File: config.mk
export PLATFORM = sky130hd
export DESIGN_NAME = timer_bus_regif
export DESIGN_NICKNAME = d
export VERILOG_FILES = /design/src/rtl/timer_regif_pkg.sv /design/src/rtl/regif_decode.sv /design/src/rtl/regif_chan.sv /design/src/rtl/timer_bus_regif.sv
export SDC_FILE = /design/constraint.sdc
export NUM_CORES = 1
export LEC_CHECK = 0
export BUFFER_PORTS_ARGS = -buffer_cell sky130_fd_sc_hd__buf_4
export CAP_MARGIN = 20
export CORE_ASPECT_RATIO = 0.75
export CORE_MARGIN = 3
export CORE_UTILIZATION = 55
export CTS_BUF_LIST = sky130_fd_sc_hd__clkbuf_4
export DETAILED_ROUTE_END_ITERATION = 10
export PLACE_DENSITY = 0.81
export SETUP_SLACK_MARGIN = 0.3
export SLEW_MARGIN = 5
export SYNTH_ARGS = -nofsm -noshare
export SYNTH_HDL_FRONTEND = slang
export SYNTH_SLANG_ARGS = --single-unit
File: constraint.sdc
create_clock -name clk -period 2.53 [get_ports clk]
set_input_delay 0.506 -clock clk [delete_from_list [all_inputs] [get_ports clk]]
set_output_delay 0.506 -clock clk [all_outputs]
set_load 0.03 [all_outputs]
File: src/rtl/timer_regif_pkg.sv
package timer_regif_pkg;
  localparam int BYTE_W = 8;
  localparam int CNT_W  = 16;
  localparam int MODE_W = 3;
  localparam int ACC_W  = 2;

  typedef enum logic [ACC_W-1:0] {
    ACC_LATCH = 2'd0,
    ACC_LO    = 2'd1,
    ACC_HI    = 2'd2,
    ACC_PAIR  = 2'd3
  } acc_e;
endpackage

File: src/rtl/regif_decode.sv
module regif_decode
  import timer_regif_pkg::*;
#(
  parameter int N_CH = 3
) (
  input  logic [1:0]        addr,
  input  logic              wr,
  input  logic              rd,
  input  logic [BYTE_W-1:0] wdata,
  output logic [N_CH-1:0]   cw_set,
  output logic [N_CH-1:0]   cnt_lat,
  output logic [N_CH-1:0]   sts_lat,
  output logic [N_CH-1:0]   dat_wr,
  output logic [N_CH-1:0]   dat_rd
);
  logic       ctl_wr;
  logic       is_rb;
  logic [1:0] sel;
  logic [1:0] acc;

  always_comb begin
    ctl_wr = wr && (addr == 2'd3);
    sel    = wdata[7:6];
    acc    = wdata[5:4];
    is_rb  = (sel == 2'd3);
    for (int i = 0; i < N_CH; i++) begin
      cw_set[i]  = ctl_wr && !is_rb && (sel == 2'(i)) && (acc != ACC_LATCH);
      cnt_lat[i] = ctl_wr && ((!is_rb && (sel == 2'(i)) && (acc == ACC_LATCH)) ||
                              (is_rb && wdata[i+1] && !wdata[5]));
      sts_lat[i] = ctl_wr && is_rb && wdata[i+1] && !wdata[4];
      dat_wr[i]  = wr && (addr == 2'(i));
      dat_rd[i]  = rd && (addr == 2'(i));
    end
  end
endmodule

File: src/rtl/regif_chan.sv
module regif_chan
  import timer_regif_pkg::*;
(
  input  logic              clk,
  input  logic              rst,
  input  logic              cw_set,
  input  logic [BYTE_W-1:0] wdata,
  input  logic              cnt_lat,
  input  logic              sts_lat,
  input  logic              dat_wr,
  input  logic              dat_rd,
  input  logic [CNT_W-1:0]  cnt_in,
  input  logic              out_in,
  output logic [CNT_W-1:0]  load_val,
  output logic              load_stb,
  output logic [MODE_W-1:0] mode_o,
  output logic              bcd_o,
  output logic [BYTE_W-1:0] rd_byte
);
  logic [ACC_W-1:0]  acc_q;
  logic [MODE_W-1:0] mode_q;
  logic              bcd_q;
  logic              wr_hi_q, rd_hi_q;
  logic [BYTE_W-1:0] hold_q;
  logic [ACC_W-1:0]  lat_q;
  logic [CNT_W-1:0]  lat_cnt_q;
  logic              st_vld_q;
  logic [BYTE_W-1:0] st_q;

  assign mode_o = mode_q;
  assign bcd_o  = bcd_q;

  // read byte selection: status, then snapshot, then live count
  always_comb begin
    if (st_vld_q)
      rd_byte = st_q;
    else if (lat_q != ACC_LATCH)
      rd_byte = (lat_q == ACC_HI) ? lat_cnt_q[15:8] : lat_cnt_q[7:0];
    else if (acc_q == ACC_HI || (acc_q == ACC_PAIR && rd_hi_q))
      rd_byte = cnt_in[15:8];
    else
      rd_byte = cnt_in[7:0];
  end

  always_ff @(posedge clk) begin
    if (rst) begin
      acc_q     <= ACC_PAIR;
      mode_q    <= 3'd3;
      bcd_q     <= 1'b0;
      wr_hi_q   <= 1'b0;
      rd_hi_q   <= 1'b0;
      hold_q    <= '0;
      lat_q     <= ACC_LATCH;
      lat_cnt_q <= '0;
      st_vld_q  <= 1'b0;
      st_q      <= '0;
      load_val  <= '0;
      load_stb  <= 1'b0;
    end else begin
      load_stb <= 1'b0;
      // read side sequencing
      if (dat_rd) begin
        if (st_vld_q)
          st_vld_q <= 1'b0;
        else if (lat_q != ACC_LATCH)
          lat_q <= (lat_q == ACC_PAIR) ? ACC_HI : ACC_LATCH;
        else if (acc_q == ACC_PAIR)
          rd_hi_q <= !rd_hi_q;
      end
      // one-shot freezes
      if (cnt_lat && lat_q == ACC_LATCH) begin
        lat_cnt_q <= cnt_in;
        lat_q     <= acc_q;
      end
      if (sts_lat && !st_vld_q) begin
        st_q     <= {out_in, 1'b0, acc_q, mode_q, bcd_q};
        st_vld_q <= 1'b1;
      end
      // write side sequencing
      if (cw_set) begin
        acc_q   <= wdata[5:4];
        mode_q  <= wdata[3:1];
        bcd_q   <= wdata[0];
        wr_hi_q <= 1'b0;
        rd_hi_q <= 1'b0;
      end else if (dat_wr) begin
        case (acc_q)
          ACC_LO: begin
            load_val <= {8'h00, wdata};
            load_stb <= 1'b1;
          end
          ACC_HI: begin
            load_val <= {wdata, 8'h00};
            load_stb <= 1'b1;
          end
          default: begin
            if (!wr_hi_q) begin
              hold_q  <= wdata;
              wr_hi_q <= 1'b1;
            end else begin
              load_val <= {wdata, hold_q};
              load_stb <= 1'b1;
              wr_hi_q  <= 1'b0;
            end
          end
        endcase
      end
    end
  end

  assert_cw_apply_R1: assert property (@(posedge clk) disable iff (rst)
    cw_set |=> (mode_q == $past(wdata[3:1]) && acc_q == $past(wdata[5:4])));

  assert_status_hold_R5: assert property (@(posedge clk) disable iff (rst)
    (st_vld_q && !dat_rd) |=> (st_vld_q && $stable(st_q)));

  assert_count_hold_R5: assert property (@(posedge clk) disable iff (rst)
    (lat_q != ACC_LATCH && !dat_rd) |=> $stable(lat_cnt_q));

  assert_status_first_R6: assert property (@(posedge clk) disable iff (rst)
    (st_vld_q && dat_rd) |=> (lat_q == $past(lat_q)));

  assert_pair_latch_R10: assert property (@(posedge clk) disable iff (rst)
    (dat_rd && !st_vld_q && lat_q == ACC_PAIR) |=> (lat_q == ACC_HI));

  assert_ptr_reset_R11: assert property (@(posedge clk) disable iff (rst)
    cw_set |=> (!wr_hi_q && !rd_hi_q));

  assert_load_cause_R7: assert property (@(posedge clk) disable iff (rst)
    load_stb |-> $past(dat_wr));
endmodule

File: src/rtl/timer_bus_regif.sv
module timer_bus_regif
  import timer_regif_pkg::*;
#(
  parameter int N_CH = 3
) (
  input  logic                    clk,
  input  logic                    rst,
  input  logic [1:0]              bus_addr,
  input  logic                    bus_wr,
  input  logic                    bus_rd,
  input  logic [BYTE_W-1:0]       bus_wdata,
  output logic [BYTE_W-1:0]       bus_rdata,
  output logic [N_CH*CNT_W-1:0]   ch_load_val,
  output logic [N_CH-1:0]         ch_load_stb,
  output logic [N_CH*MODE_W-1:0]  ch_mode,
  output logic [N_CH-1:0]         ch_bcd,
  input  logic [N_CH*CNT_W-1:0]   ch_count,
  input  logic [N_CH-1:0]         ch_out
);
  logic [N_CH-1:0]   cw_set, cnt_lat, sts_lat, dat_wr, dat_rd;
  logic [BYTE_W-1:0] rd_byte [N_CH];
  logic [BYTE_W-1:0] rd_mux;

  regif_decode #(.N_CH(N_CH)) u_dec (
    .addr    (bus_addr),
    .wr      (bus_wr),
    .rd      (bus_rd),
    .wdata   (bus_wdata),
    .cw_set  (cw_set),
    .cnt_lat (cnt_lat),
    .sts_lat (sts_lat),
    .dat_wr  (dat_wr),
    .dat_rd  (dat_rd)
  );

  for (genvar g = 0; g < N_CH; g++) begin : g_ch
    regif_chan u_chan (
      .clk      (clk),
      .rst      (rst),
      .cw_set   (cw_set[g]),
      .wdata    (bus_wdata),
      .cnt_lat  (cnt_lat[g]),
      .sts_lat  (sts_lat[g]),
      .dat_wr   (dat_wr[g]),
      .dat_rd   (dat_rd[g]),
      .cnt_in   (ch_count[g*CNT_W +: CNT_W]),
      .out_in   (ch_out[g]),
      .load_val (ch_load_val[g*CNT_W +: CNT_W]),
      .load_stb (ch_load_stb[g]),
      .mode_o   (ch_mode[g*MODE_W +: MODE_W]),
      .bcd_o    (ch_bcd[g]),
      .rd_byte  (rd_byte[g])
    );
  end

  always_comb begin
    rd_mux = '0;
    for (int i = 0; i < N_CH; i++)
      if (bus_addr == 2'(i)) rd_mux = rd_byte[i];
  end

  always_ff @(posedge clk) begin
    if (rst)
      bus_rdata <= '0;
    else if (bus_rd)
      bus_rdata <= rd_mux;
  end

  assert_ctl_read_zero_R12: assert property (@(posedge clk) disable iff (rst)
    (bus_rd && bus_addr == 2'd3) |=> (bus_rdata == 8'h00));

  assert_ctl_no_load_R12: assert property (@(posedge clk) disable iff (rst)
    (bus_wr && bus_addr == 2'd3) |=> (ch_load_stb == '0));

  assert_single_load_R7: assert property (@(posedge clk) disable iff (rst)
    $onehot0(ch_load_stb));
endmodule

==> results by group <==
Status
  – Outcome: completed

CTS
  – Cts-stage hold buffer count: 0
  – CTS clk-pin slew, worst paths: between 0.15 and 0.2 ns
  – H-Tree Depth: 4
  – CTS root buffer: clkbuf_4
  – CTS tree: done
  – Clk Latency, worst-skew pair: approximately 0.57 ns
  – # clock sinks: 185
  – Number of CTS-inserted buffers: 17
  – Max clock buf depth: 2

Layout
  – Antenna Cells: 0
  – Nets: 1217
  – Layout area overhead: 16.48%
  – Layout cell share with drive strength beyond 1: 19.46%

STA
  – Worst Setup Slack, final: between 0.4 and 0.5 ns
  – Pins Over Slew Limit: 0
  – Final hold vios: 0
  – Headroom to the max-slew limit: approximately 50%
  – Min Tclk post-route: 2.098 ns
  – Setup Viol. Count Final: 0
  – RSZ-0062 raised after global routing: no
  – Post-route clock period utilization: 82.93%
  – Worst-Margin Slew: roughly 0.74 ns
  – Final TNS setup: 0 ns
  – FMAX: roughly 480 MHz
  – Clock skew: around 0.028 ns

Worst setup path
  – Reg2reg setup slack: around 0.43 ns
  – Reg2reg start: g_ch[2].u_chan.acc_q[0]$_SDFFE_PP1P_
  – WP data arrival: ~2.6 ns
  – R2r endpoint: bus_rdata[6]$_SDFFE_PP0P_
  – Worst Path Required: roughly 3 ns
  – CP max FO: 6
  – Startpoint types: register
  – Worst setup EP type: register
  – R2R cell count: 7
  – Critical path type: register to register

Yosys
  – Syn Inst Count: 1046
  – Synth area leader: dfxtp_1
  – Area contributors post-synth: dfxtp_1 (44%), nand2_1 (8.1%), mux2i_1 (6.9%), a21oi_1 (5.7%), nor2_1 (5.6%)
  – Mean Syn Cell Area: ~8 um2
  – Post-synth ARST share: 0%
  – Top-area cell type share of the netlist area: roughly 44%
  – Yosys cell types: 55
  – Seq/Total Area, Yosys: between 40% and 50%
  – Post-synth EDFFs: 0
  – Synthesized flop and latch total: around 190
  – Synthesized area: about 8400 um2
  – Ys flop type: dfxtp_1
  – Syn Nets: between 1000 and 1500
  – Syn. warnings: 0

Placed design
  – Placer Congestion: 0.8537
  – Dpl ws: ~0.2 ns
  – Post-detail-place hpwl: between 15000 and 20000 um
  – Port Buf Inserts: 135

Floorplan
  – Die width: roughly 150 um
  – Core area: between 10000 and 15000 um2
  – Starting Density: ~57%
  – Die area: approximately 17000 um2
  – IO Pins: between 100 and 150
  – Row count: 38
  – Die Span Y: 113.1 um

Detailed routing
  – ANT nets after route: 0
  – M1 WL: ~10000 um
  – Max Used Layer: met4
  – Post-Route WL: about 23000 um
  – Initial DRC count: roughly 900
  – DRT Pass-1 Iters: 5
  – Detail Route met2 WL: 10640 um
  – DR WL met3: 2016 um
  – Vias: between 7000 and 8000
  – Avg WL per Cell: ~17 um
  – Post-route DRC: 0
  – Vias per inst: about 5.7

Power and ir drop
  – Max IR drop VDD: around 0.00026 V
  – Sw Pwr: around 0.0015 W
  – Clock power frac: between 20% and 30%
  – Pwr/cell area: about 520 nW/um2
  – P_int: about 0.0036 W
  – Sw Share: 28.56%
  – Comb pwr share: about an eighth
  – Lkg Pwr: around 3.7 nW
  – Sequential share of power: between 50% and 60%

Global routing
  – Initial antenna violation count: 0
  – First-pass GRT wire length: roughly 37000 um
  – Congestion Overflow GR: 0
  – Largest net degree at the start of global routing: 115
  – Number of global-route vias before repair: 7322
  – Gr usage total: between 20% and 30%

Hold path
  – Hold endpoint: g_ch[2].u_chan.st_q[7]$_SDFFE_PP0P_
  – Worst hold path depth: 3
  – Critical hold path startpoint: ch_out[2]
  – Worst hold path class: input port to register

Run
  – MaxCap Viol Count: 0
## through the flow
stage	hold slack, ns	std cells	instance area, um2	power [W]	utilization [%]
global route	0.1398	1356	9801	0.005273	66.49
floorplan	0.4267	1046	8414	0.003409	-
CTS	0.1341	1348	9716	0.005083	65.92
finish	0.1671	1356	9801	0.005081	66.49
detailed placement	0.4437	1316	9474	0.003649	64.28
global placement	0.4355	1316	9474	0.003640	64.28
## critical path, cell delays in order, from the launching register on
cell and delay (ns):
dfxtp_1 0.44, inv_1 0.08, ha_1 0.26, a21oi_4 0.23, mux2_2 0.37, a221o_1 0.32
a22oi_1 0.19, a311oi_1 0.11
## worst max path at each step
stage | from | endpoint | slack, ns | depth (start not counted)
global placement | g_ch[0].u_chan.acc_q[0]$_SDFFE_PP1P_ | bus_rdata[5]$_SDFFE_PP0P_ | 0.29 | 8
CTS | g_ch[0].u_chan.acc_q[0]$_SDFFE_PP1P_ | bus_rdata[5]$_SDFFE_PP0P_ | 0.27 | 8
global route | g_ch[1].u_chan.acc_q[0]$_SDFFE_PP1P_ | bus_rdata[1]$_SDFFE_PP0P_ | 0.32 | 8
floorplan | g_ch[2].u_chan.acc_q[0]$_SDFFE_PP1P_ | g_ch[2].u_chan.load_val[7]$_SDFFE_PP0P_ | 0.59 | 9
detailed placement | g_ch[0].u_chan.acc_q[0]$_SDFFE_PP1P_ | bus_rdata[5]$_SDFFE_PP0P_ | 0.20 | 8
finish | g_ch[2].u_chan.acc_q[0]$_SDFFE_PP1P_ | bus_rdata[6]$_SDFFE_PP0P_ | 0.43 | 7
## power by group through the flow
stage / Combinational, W / Sequential [W] / Clock (W)
final: 0.000603 / 0.00301 / 0.00147
after CTS: 0.000578 / 0.00301 / 0.00149
after floorplan: 0.000312 / 0.00310 / 0
after global routing: 0.000653 / 0.00302 / 0.00160
after global placement: 0.000567 / 0.00307 / 0
after detailed placement: 0.000575 / 0.00307 / 0
## kinds of logic (layout without fill, tap and decap cells)
family,count (synthesis),in the layout,synth area share (%)
AND/OR/NAND/NOR,445,445,23.55
AO/OA/AOI/OAI,234,234,17.38
XOR/XNOR,6,6,0.6245
buffers and inverters,104,214,5.517
flip-flops,185,185,44.01
multiplexers,63,63,7.569
adder cells (fa/ha/maj),9,9,1.338
## per-layer routing
metal	vias to the layer above	GRT usage [%]
li1	3798	-
met1	3592	38.80
met2	331	41.92
met3	47	5.524
met4	0	8.049
met5	-	0
## Yosys cell counts, types with 5 or more instances
library cell    n
inv_1          12
a21oi_1        95
nor3b_2         5
nor2b_1        17
mux2_2          5
dfxtp_1       185
ha_1            9
clkbuf_1       54
nand4_1         5
nand3_1        36
o21ai_0        45
buf_1           5
nand2b_1       12
a211o_1         8
a311oi_1        7
o22ai_1         8
buf_4          13
nor2_1        126
xor2_1          5
nor3_1         33
mux2i_1        58
nand2_1       182
or3_1           6
a22oi_1         7
buf_2          20
a211oi_1       24
## layout by cell type, fill, tap and decap left out, types with 5 or more instances in the layout
cell type | Yosys | layout
o21ai_0 | 45 | 45
or3_1 | 6 | 6
mux2_2 | 5 | 5
clkbuf_4 | 0 | 19
nand2_1 | 182 | 182
nand4_1 | 5 | 5
dfxtp_1 | 185 | 185
a211oi_1 | 24 | 24
a21oi_1 | 95 | 95
mux2i_1 | 58 | 58
a311oi_1 | 7 | 7
nor2b_1 | 17 | 17
xor2_1 | 5 | 5
inv_1 | 12 | 12
o22ai_1 | 8 | 8
a211o_1 | 8 | 8
ha_1 | 9 | 9
nor3_1 | 33 | 33
buf_4 | 13 | 169
a22oi_1 | 7 | 7
nand2b_1 | 12 | 12
nand3_1 | 36 | 36
nor3b_2 | 5 | 5
nor2_1 | 126 | 125
## registers in the layout (all words and copies together) (netlist names)
signal	count
g_ch.u_chan.hold_q	24
g_ch.u_chan.lat_cnt_q	48
g_ch.u_chan.mode_o	9
g_ch.u_chan.st_q	21
g_ch.u_chan.wr_hi_q	3
g_ch.u_chan.st_vld_q	3
g_ch.u_chan.load_stb	3
g_ch.u_chan.lat_q	6
bus_rdata	8
g_ch.u_chan.bcd_o	3
g_ch.u_chan.load_val	48
g_ch.u_chan.acc_q	6
g_ch.u_chan.rd_hi_q	3
## final cells by class
| cell class | instances | area [um2] |
|---|---|---|
| timing repair buffer | 170 | 1289 |
| multi-input combinational | 757 | 4274 |
| clock inverter | 13 | 96.34 |
| tap | 200 | 250.2 |
| inverter | 12 | 45.04 |
| clock buffer | 19 | 142.6 |
| fill | 1283 | 4938 |
| sequential | 185 | 3704 |
## repair_timing
action                                  CTS  global route
hold endpoints to repair                  0             0
endpoints found under the setup margin    2             6
pin swaps                                 0             0
setup buffers                             0             8
resized for setup                         2             5
Power figures use the tool's default switching activity.
